<file path="src/rtl/cls_bus_slave.sv">
module cls_bus_slave #(
  parameter int GLITCH_CYC    = 10,
  parameter int SAMPLE_CYC    = 300,
  parameter int READ_HOLD_CYC = 300,
  parameter int SLOT_CYC      = 600,
  parameter int RESET_CYC     = 4800,
  parameter int ACK_WAIT_CYC  = 150,
  parameter int ACK_CYC       = 600
) (
  input  logic        clk,
  input  logic        rst,
  input  logic        bus_in,
  output logic        drive_low,
  input  logic [63:0] id_word,
  output logic        crc_ok,
  output logic        frame_start,
  output logic        rx_valid,
  output logic [7:0]  rx_byte,
  input  logic        tx_load,
  input  logic [7:0]  tx_byte,
  input  logic        id_send,
  output logic        tx_busy
);
  localparam int TW = $clog2(RESET_CYC + ACK_CYC + SLOT_CYC + 2);

  typedef enum logic [2:0] {
    S_IDLE = 3'd0, S_SLOT = 3'd1, S_RST = 3'd2,
    S_ACKW = 3'd3, S_ACK = 3'd4, S_ACKREL = 3'd5
  } st_t;

  st_t          st;
  logic         s1, s2, lq;
  logic [TW-1:0] tim, lowc;
  logic         rd;
  logic [63:0]  id_q, sh;
  logic [6:0]   txn;
  logic [7:0]   rsh;
  logic [2:0]   rxn;
  logic         drv;

  function automatic logic [7:0] crc8(input logic [55:0] d);
    logic [7:0] c;
    c = 8'h00;
    for (int i = 0; i < 56; i++)
      c = (c[0] ^ d[i]) ? ((c >> 1) ^ 8'h8C) : (c >> 1);
    return c;
  endfunction

  wire fall    = lq & ~s2;
  wire hit_rst = ~s2 && (lowc == TW'(RESET_CYC - 1));

  assign drive_low = drv;
  assign tx_busy   = (txn != 7'd0);

  always_ff @(posedge clk) begin
    if (rst) begin
      s1 <= 1'b1; s2 <= 1'b1; lq <= 1'b1;
      lowc <= '0;
    end else begin
      s1 <= bus_in; s2 <= s1; lq <= s2;
      if (s2) lowc <= '0;
      else if (lowc != TW'(RESET_CYC)) lowc <= lowc + 1'b1;
    end
  end

  always_ff @(posedge clk) begin
    if (rst) begin
      st <= S_IDLE; tim <= '0; rd <= 1'b0; drv <= 1'b0;
      txn <= '0; sh <= '0; rsh <= '0; rxn <= '0;
      rx_valid <= 1'b0; rx_byte <= '0; frame_start <= 1'b0;
      id_q <= id_word;
      crc_ok <= (crc8(id_word[55:0]) == id_word[63:56]);
    end else begin
      rx_valid    <= 1'b0;
      frame_start <= 1'b0;

      if (txn == 7'd0) begin
        if (id_send) begin
          sh <= id_q; txn <= 7'd64;
        end else if (tx_load) begin
          sh <= {56'b0, tx_byte}; txn <= 7'd8;
        end
      end

      if (hit_rst && (st == S_IDLE || st == S_SLOT)) begin
        st <= S_RST; drv <= 1'b0;
        txn <= '0; rxn <= '0;
        frame_start <= 1'b1;
      end else begin
        case (st)
          S_IDLE: if (fall) begin
            st <= S_SLOT; tim <= '0; rd <= (txn != 7'd0);
          end
          S_SLOT: begin
            tim <= tim + 1'b1;
            if (s2 && tim < TW'(GLITCH_CYC)) begin
              st <= S_IDLE; drv <= 1'b0;
            end else begin
              if (rd && tim == TW'(GLITCH_CYC - 1) && !sh[0]) drv <= 1'b1;
              if (rd && tim == TW'(READ_HOLD_CYC - 1)) begin
                drv <= 1'b0;
                sh  <= sh >> 1;
                txn <= txn - 1'b1;
              end
              if (!rd && tim == TW'(SAMPLE_CYC - 1)) begin
                rsh <= {s2, rsh[7:1]};
                rxn <= rxn + 1'b1;
                if (rxn == 3'd7) begin
                  rx_valid <= 1'b1;
                  rx_byte  <= {s2, rsh[7:1]};
                end
              end
              if (s2 && tim >= TW'(SLOT_CYC - 1)) st <= S_IDLE;
            end
          end
          S_RST: if (s2) begin
            st <= S_ACKW; tim <= '0;
          end
          S_ACKW: begin
            tim <= tim + 1'b1;
            if (tim == TW'(ACK_WAIT_CYC - 1)) begin
              st <= S_ACK; tim <= '0; drv <= 1'b1;
            end
          end
          S_ACK: begin
            tim <= tim + 1'b1;
            if (tim == TW'(ACK_CYC - 1)) begin
              st <= S_ACKREL; drv <= 1'b0;
            end
          end
          S_ACKREL: if (s2 && lq) st <= S_IDLE;
          default: st <= S_IDLE;
        endcase
      end
    end
  end
endmodule

</file>
<file path="config.mk">
export PLATFORM = sky130hd
export DESIGN_NAME = cls_bus_slave
export DESIGN_NICKNAME = d
export VERILOG_FILES = /design/src/rtl/cls_bus_slave.sv
export SDC_FILE = /design/constraint.sdc
export NUM_CORES = 1
export LEC_CHECK = 0
export ABC_AREA = 0
export BUFFER_PORTS_ARGS = -buffer_cell sky130_fd_sc_hd__buf_2
export CELL_PAD_IN_SITES_DETAIL_PLACEMENT = 2
export CELL_PAD_IN_SITES_GLOBAL_PLACEMENT = 2
export CORE_MARGIN = 1.5
export CORE_UTILIZATION = 35
export DETAILED_ROUTE_END_ITERATION = 10
export PLACE_DENSITY_LB_ADDON = 0.25
export SLEW_MARGIN = 10
export SYNTH_ARGS = -nofsm -noshare
export SYNTH_HDL_FRONTEND = slang
export SYNTH_SLANG_ARGS = --single-unit
</file>
<file path="constraint.sdc">
create_clock -name clk -period 5.3 [get_ports clk]
set_clock_uncertainty 0.15 [all_clocks]
set_input_delay 0.795 -clock clk [delete_from_list [all_inputs] [get_ports clk]]
set_output_delay 0.795 -clock clk [all_outputs]
set_load 0.1 [all_outputs]
</file>
==> results.yml, run 1 <==
logic_synthesis:
  synth_top_family_by_area: "XOR/XNOR gates"
  yosysMostFrequentCell: "dfxtp_1"
  syn_avg_cell_area_um2: 10.4
  synth-simple-area-share_pct: 15.9
  synth_area_mm2: 0.00946
  synth_top_area_cell: "dfxtp_1"
  muxShareOfSynthArea_pct: 0.436
  synth-main-ff-cell: "dfxtp_1"
  ys_warn_count: 0
  yosys.area_share.adder_pct: 0.925
  syn-num-nets: 992
  synth_xor_area_share_pct: 22.1
  synthTopCellsByCount: "125 x dfxtp_1, 111 x nor2_1, 100 x xnor2_1"
  synth.area.top_cells: "dfxtp_1 26%, edfxtp_1 21%, xnor2_1 9.3%"
  synth_cells: 908
  yosysUniqueCellTypes: 56
  synth_seq_cells: 190
  synth_compound_area_share_pct: 10.9
  ys_async_sr_fraction_pct: 0
  synth_edf_count: 65
  seq_area_frac_synth_pct: 47.1
  synth_top_cell_area_share_pct: 26.4
detailed_routing:
  wl_per_cell_um: 20.6
  final_antenna_net_count: 0
  dr.pass1.iters: 6
  drt_iter0_drc: 449
  drt-total-wl_um: 27300
  drc: 0
  post_drt_via_cell_ratio: 5.37
  vias: 7125
sta:
  rsz0062_at_grt: "no"
  finalMaxSlewViolations: 0
  tightestPinTransition_ps: 1000
  fin_crit_sh_pct: 91.8
  finalSetupTns_ps: 0
  hold_viol: 0
  finalSetupViolCount: 0
  max_freq_mhz: 205
  slew_headroom_pct: 32.9
  min_period_ps: 4870
place:
  place_congestion: 0.851
  dp_hpwl_um: 19100
  portBuffers: 89
cts:
  htreeDepth: 4
  cts_tree: "built"
  clkLatencyLatePin_ps: 440
  clock-sinks: 190
  numCtsBuffers: 17
  cts_hold_buf: 0
  cts_resized: 0
  clock_path_buffers: 2
  clock-root-buffer: "clkbuf_16"
  clkTransAtPathRegs_ps: 70
  cts_setup_buffers: 0
critical_path:
  crit_path_end_kind: "flip-flop"
  crit_type: "in -> reg"
  required_ps: 5430
  start_kind: "primary input"
  crit_fanout: 4
  crit_arrival_ps: 4990
grt:
  grt_max_degree: 64
  grt_usage_pct: 20.1
  grt_pass1_wl_um: 43900
  antenna_found_initial: 0
  grt_pass1_vias: 7716
  overflow: 0
floorplan:
  die_h_um: 167
  die_area_mm2: 0.0280
  row_count: 60
  core_area_mm2: 0.0267
  start_util_pct: 35.4
  chipWidth_um: 167
  pin_count: 90
flow_run:
  max-cap-violations: 0
power:
  p_leak_uw: 0.00415
  ir_worst_vdd_mv: 1.40
  p_per_area_mw_per_mm2: 889
finish:
  fin_util_pct: 40.5
  fin_nets: 1057
  insertedDiodeCount: 0
  nFillCells: 2876
  layout-drive-gt1-share_pct: 15.2
  multi_input_area_mm2: 0.00478
  seqCellArea_mm2: 0.00445
  area_growth_pct: 14.3
run_status:
  status: "finished, final reports clean"
min_path:
  hold_class: "reg -> reg"
-- registers in the layout (all words and copies together) (netlist names) --
| register | count |
|---|---|
| s1 | 1 |
| rsh | 7 |
| rx_byte | 8 |
| crc_ok | 1 |
| lq | 1 |
| sh | 64 |
| frame_start | 1 |
| rxn | 3 |
| id_q | 64 |
| rd | 1 |
| drive_low | 1 |
| st | 3 |
| rx_valid | 1 |
| lowc | 13 |
| txn | 7 |
| tim | 13 |
| s2 | 1 |
-- logic make-up after synthesis --
group | count (synthesis)
AO/OA/AOI/OAI | 144
AND/OR/NAND/NOR | 318
flip-flops | 190
buffers and inverters | 66
multiplexers | 4
adder cells (fa/ha/maj) | 7
XOR/XNOR | 179
-- stage by stage --
| step | total power (uW) | setup slack (ps) | std cells | hold slack (ps) | instance area (um^2) |
|---|---|---|---|---|---|
| 2_1_floorplan | 7230 | 259 | 908 | 239 | 9460 |
| 3_5_place_dp | 8290 | 26.4 | 1295 | 253 | 10200 |
| 6_report | 9620 | 433 | 1327 | 268 | 10800 |
| 5_1_grt | 10000 | 246 | 1327 | 286 | 10800 |
| 3_3_place_gp | 8170 | 184 | 1295 | 256 | 10200 |
| 4_1_cts | 9690 | 455 | 1327 | 276 | 10800 |
-- path summary, 6_finish.rpt --
path | from | endpoint | slack [ps] | depth (start not counted)
worst min-delay path | s1$_SDFF_PP1_ | s2$_SDFF_PP1_ | 270 | 1
worst max-delay path | id_word[5] | crc_ok$_DFFE_PP_ | 430 | 14
worst max register to register | txn[0]$_SDFF_PP0_ | sh[29]$_SDFF_PP0_ | 1500 | 9
worst min register to register | s1$_SDFF_PP1_ | s2$_SDFF_PP1_ | 270 | 1
-- power by group --
part           internal, uW  switching (uW)  total, uW
registers              1600            47.6       1640
clock network           682             596       1280
logic                  3380            3320       6700
-- worst max-delay path, stage by stage --
cell and delay [ps]:
buf_2 130, xnor2_1 200, xnor3_2 540, xnor3_2 520, xnor2_2 190, buf_4 160
xnor2_1 300, xnor2_1 170, xnor2_1 370, xnor3_2 540, xnor2_1 200, or3b_1 370
a211o_1 280, a211oi_2 220
-- routing by layer --
metal / vias to the layer above / share of wire, % / track usage (%)
met5: - / 0 / 0
met4: 0 / 1.1 / 4.70
met3: 18 / 2.4 / 3.05
met2: 99 / 51 / 35.2
met1: 3619 / 46 / 26.1
li1: 3389 / - / -
-- placed cells by master, fill, tap and decap left out, types with 3 or more instances in the layout --
| master | instances |
|---|---|
| xor3_1 | 5 |
| xor2_1 | 42 |
| and2_1 | 3 |
| a21oi_1 | 41 |
| nor2_1 | 111 |
| clkbuf_16 | 17 |
| nand2_1 | 46 |
| nor4b_1 | 3 |
| dfxtp_1 | 125 |
| xnor2_1 | 100 |
| inv_1 | 9 |
| and3_1 | 14 |
| clkbuf_1 | 3 |
| buf_2 | 88 |
| a211oi_1 | 9 |
| xnor3_2 | 5 |
| nand4_1 | 6 |
| nor4_1 | 6 |
| buf_4 | 13 |
| edfxtp_1 | 65 |
| or2_2 | 3 |
| nand2b_1 | 12 |
| mux2i_1 | 3 |
| clkinv_4 | 4 |
| nand3_1 | 30 |
| o21ai_0 | 14 |
| a221oi_1 | 63 |
| nor3_1 | 64 |
| ha_1 | 7 |
| xnor3_1 | 22 |
| nor2b_1 | 5 |
-- area by class of cell --
cell class | instances | area share, %
clock inverters | 10 | 0.983
clock buffers | 22 | 4.29
multi-input cells | 652 | 44.2
inverters | 10 | 0.347
repair buffers | 102 | 5.08
flip-flops and latches | 190 | 41.2
well taps | 341 | 3.94
(Power assumes the default switching activity.)
==> run 2, diff against run 1 <==
CORE_MARGIN = 1   (was 1.5)
CTS_CLUSTER_DIAMETER = 150   (was not set)
==> run 2 against run 1 <==
Effect of this change:
- the run now ends with design-rule violations left
- design area is 0.14% higher
- power is 0.45% higher
- clock power hardly changed
- register-to-register slack better by 30 ps
- sequential share of layout area is 0.057 points lower
- setup slack better by 8.9 ps
- routed wire length is 2.6% lower
- die area is 1.2% lower
- combinational power hardly changed
- non-clock buffer count is 2 lower
- first-iteration DRC count is 12% lower
- fmax is 0.18% higher
- largest power group unchanged
- highest routed layer unchanged
==> results.yml, run 2 (synthesized netlist as in run 1, its figures left out) <==
sta:
  hold_viol: 0
  fin_crit_sh_pct: 91.7
  rsz0062_at_grt: "no"
  finalMaxSlewViolations: 0
  finalSetupTns_ps: 0
  max_freq_mhz: 206
  tightestPinTransition_ps: 935
  min_period_ps: 4860
  finalSetupViolCount: 0
  slew_headroom_pct: 37.5
detailed_routing:
  post_drt_via_cell_ratio: 5.39
  vias: 7109
  wl_met2_um: 13600
  dr.pass1.iters: 9
  drc: 3
  top_layer: "met4"
  drt-total-wl_um: 26600
  final_antenna_net_count: 0
  wl_per_cell_um: 20.2
  drt_iter0_drc: 395
  wl_met3_um: 958
  met1_length_um: 11700
power:
  p_per_area_mw_per_mm2: 892
  p_leak_uw: 0.00416
  ir_worst_vdd_mv: 1.36
floorplan:
  core_area_mm2: 0.0263
  start_util_pct: 36.0
  die_area_mm2: 0.0277
  pin_count: 90
  die_h_um: 166
  chipWidth_um: 166
  row_count: 59
cts:
  cts_hold_buf: 0
  cts_tree: "built"
  clkTransAtPathRegs_ps: 70
  clock_path_buffers: 2
  clkLatencyLatePin_ps: 440
  clock-root-buffer: "clkbuf_16"
  clock-sinks: 190
  cts_resized: 0
  numCtsBuffers: 17
  cts_setup_buffers: 0
  htreeDepth: 4
place:
  placed_cells: 1287
  portBuffers: 89
  place_congestion: 0.843
  dp_hpwl_um: 18500
critical_path:
  r2r_cells: 9
  crit_arrival_ps: 4980
  critical_path.max_stage_delay_ps: 510
  slowest_stage: "xnor2_1"
  start_kind: "primary input"
  path_cells: "buf_2 > xnor3_1 > xor3_1 > xnor3_1 > xnor2_1 > xnor2_2 > buf_4 > xnor3_1 > xnor2_1 > xnor2_1 > or3b_1 > a211o_1 > a211oi_2"
  crit_type: "in -> reg"
  crit_fanout: 5
  crit_path_end_kind: "flip-flop"
  required_ps: 5430
grt:
  overflow: 0
  grt_max_degree: 76
  grt_usage_pct: 19.9
  grt_pass1_wl_um: 42700
  grt_pass1_vias: 7636
  antenna_found_initial: 0
finish:
  layout.cells.non_filler: 1319
  fin_nets: 1055
  final_common_cell: "dfxtp_1"
  layout_common_cells: "125 x dfxtp_1, 111 x nor2_1, 100 x xnor2_1"
  layout-drive-gt1-share_pct: 15.3
  reg_top3: "id_q (64), sh (64)"
  insertedDiodeCount: 0
  area_growth_pct: 14.4
min_path:
  hold_depth: 1
  hold_class: "reg -> reg"
run_status:
  status: "finished, violations left"
  violations: "design-rule violations"
flow_run:
  max-cap-violations: 0
## run 2: cell types whose count changed in the layout (fill, tap and decap cells not counted)
cell / change
nand2_4: +1
nand2_2: -1
clkbuf_8: -2
inv_6: +3
clkbuf_1: -3
buf_4: -2
inv_4: -1
clkinv_8: +3
clkinv_4: -1
inv_8: +1
## run 2: layer usage
| layer | GRT usage (%) | vias up |
|---|---|---|
| met2 | 35.1 | 132 |
| met3 | 3.18 | 26 |
| li1 | - | 3378 |
| met5 | 0 | - |
| met1 | 25.0 | 3573 |
| met4 | 5.48 | 0 |
## run 2: final timing paths
check / start / endpoint / slack [ps]
setup / recovery: id_word[0] / crc_ok$_DFFE_PP_ / 440
hold / removal: s1$_SDFF_PP1_ / s2$_SDFF_PP1_ / 270
setup reg to reg: txn[0]$_SDFF_PP0_ / sh[44]$_SDFF_PP0_ / 1530
hold reg to reg: s1$_SDFF_PP1_ / s2$_SDFF_PP1_ / 270
## run 2: layout make-up
class,count,area (um^2)
clock buffers,17,425
repair buffers,100,534
fillers,2800,15400
flip-flops and latches,190,4450
multi-input cells,652,4780
clock inverters,15,178
inverters,10,37.5
well taps,335,419
## run 2: where the power goes
group	internal [uW]	switching, uW	total [uW]
sequential	1600	46.6	1640
clock	674	637	1310
combinational	3410	3300	6710
total	5680	3980	9660
## run 2: critical path, delay by kind of cell
kind,cells,cell delay (ps)
buffers and inverters,2,330
AND/OR/NAND/NOR,1,390
XOR/XNOR,8,2970
AO/OA/AOI/OAI,2,500
## run 2: through the flow
step / utilization, % / setup WS, ps / instance area (um^2) / power (uW) / hold WS [ps]
after floorplan: - / 259 / 9460 / 7230 / 239
after global placement: 38.9 / 182 / 10200 / 8130 / 253
after detailed placement: 38.9 / 6.74 / 10200 / 8280 / 262
after CTS: 41.2 / 446 / 10800 / 9750 / 284
after global routing: 41.2 / 254 / 10800 / 10200 / 294
final: 41.2 / 442 / 10800 / 9660 / 275
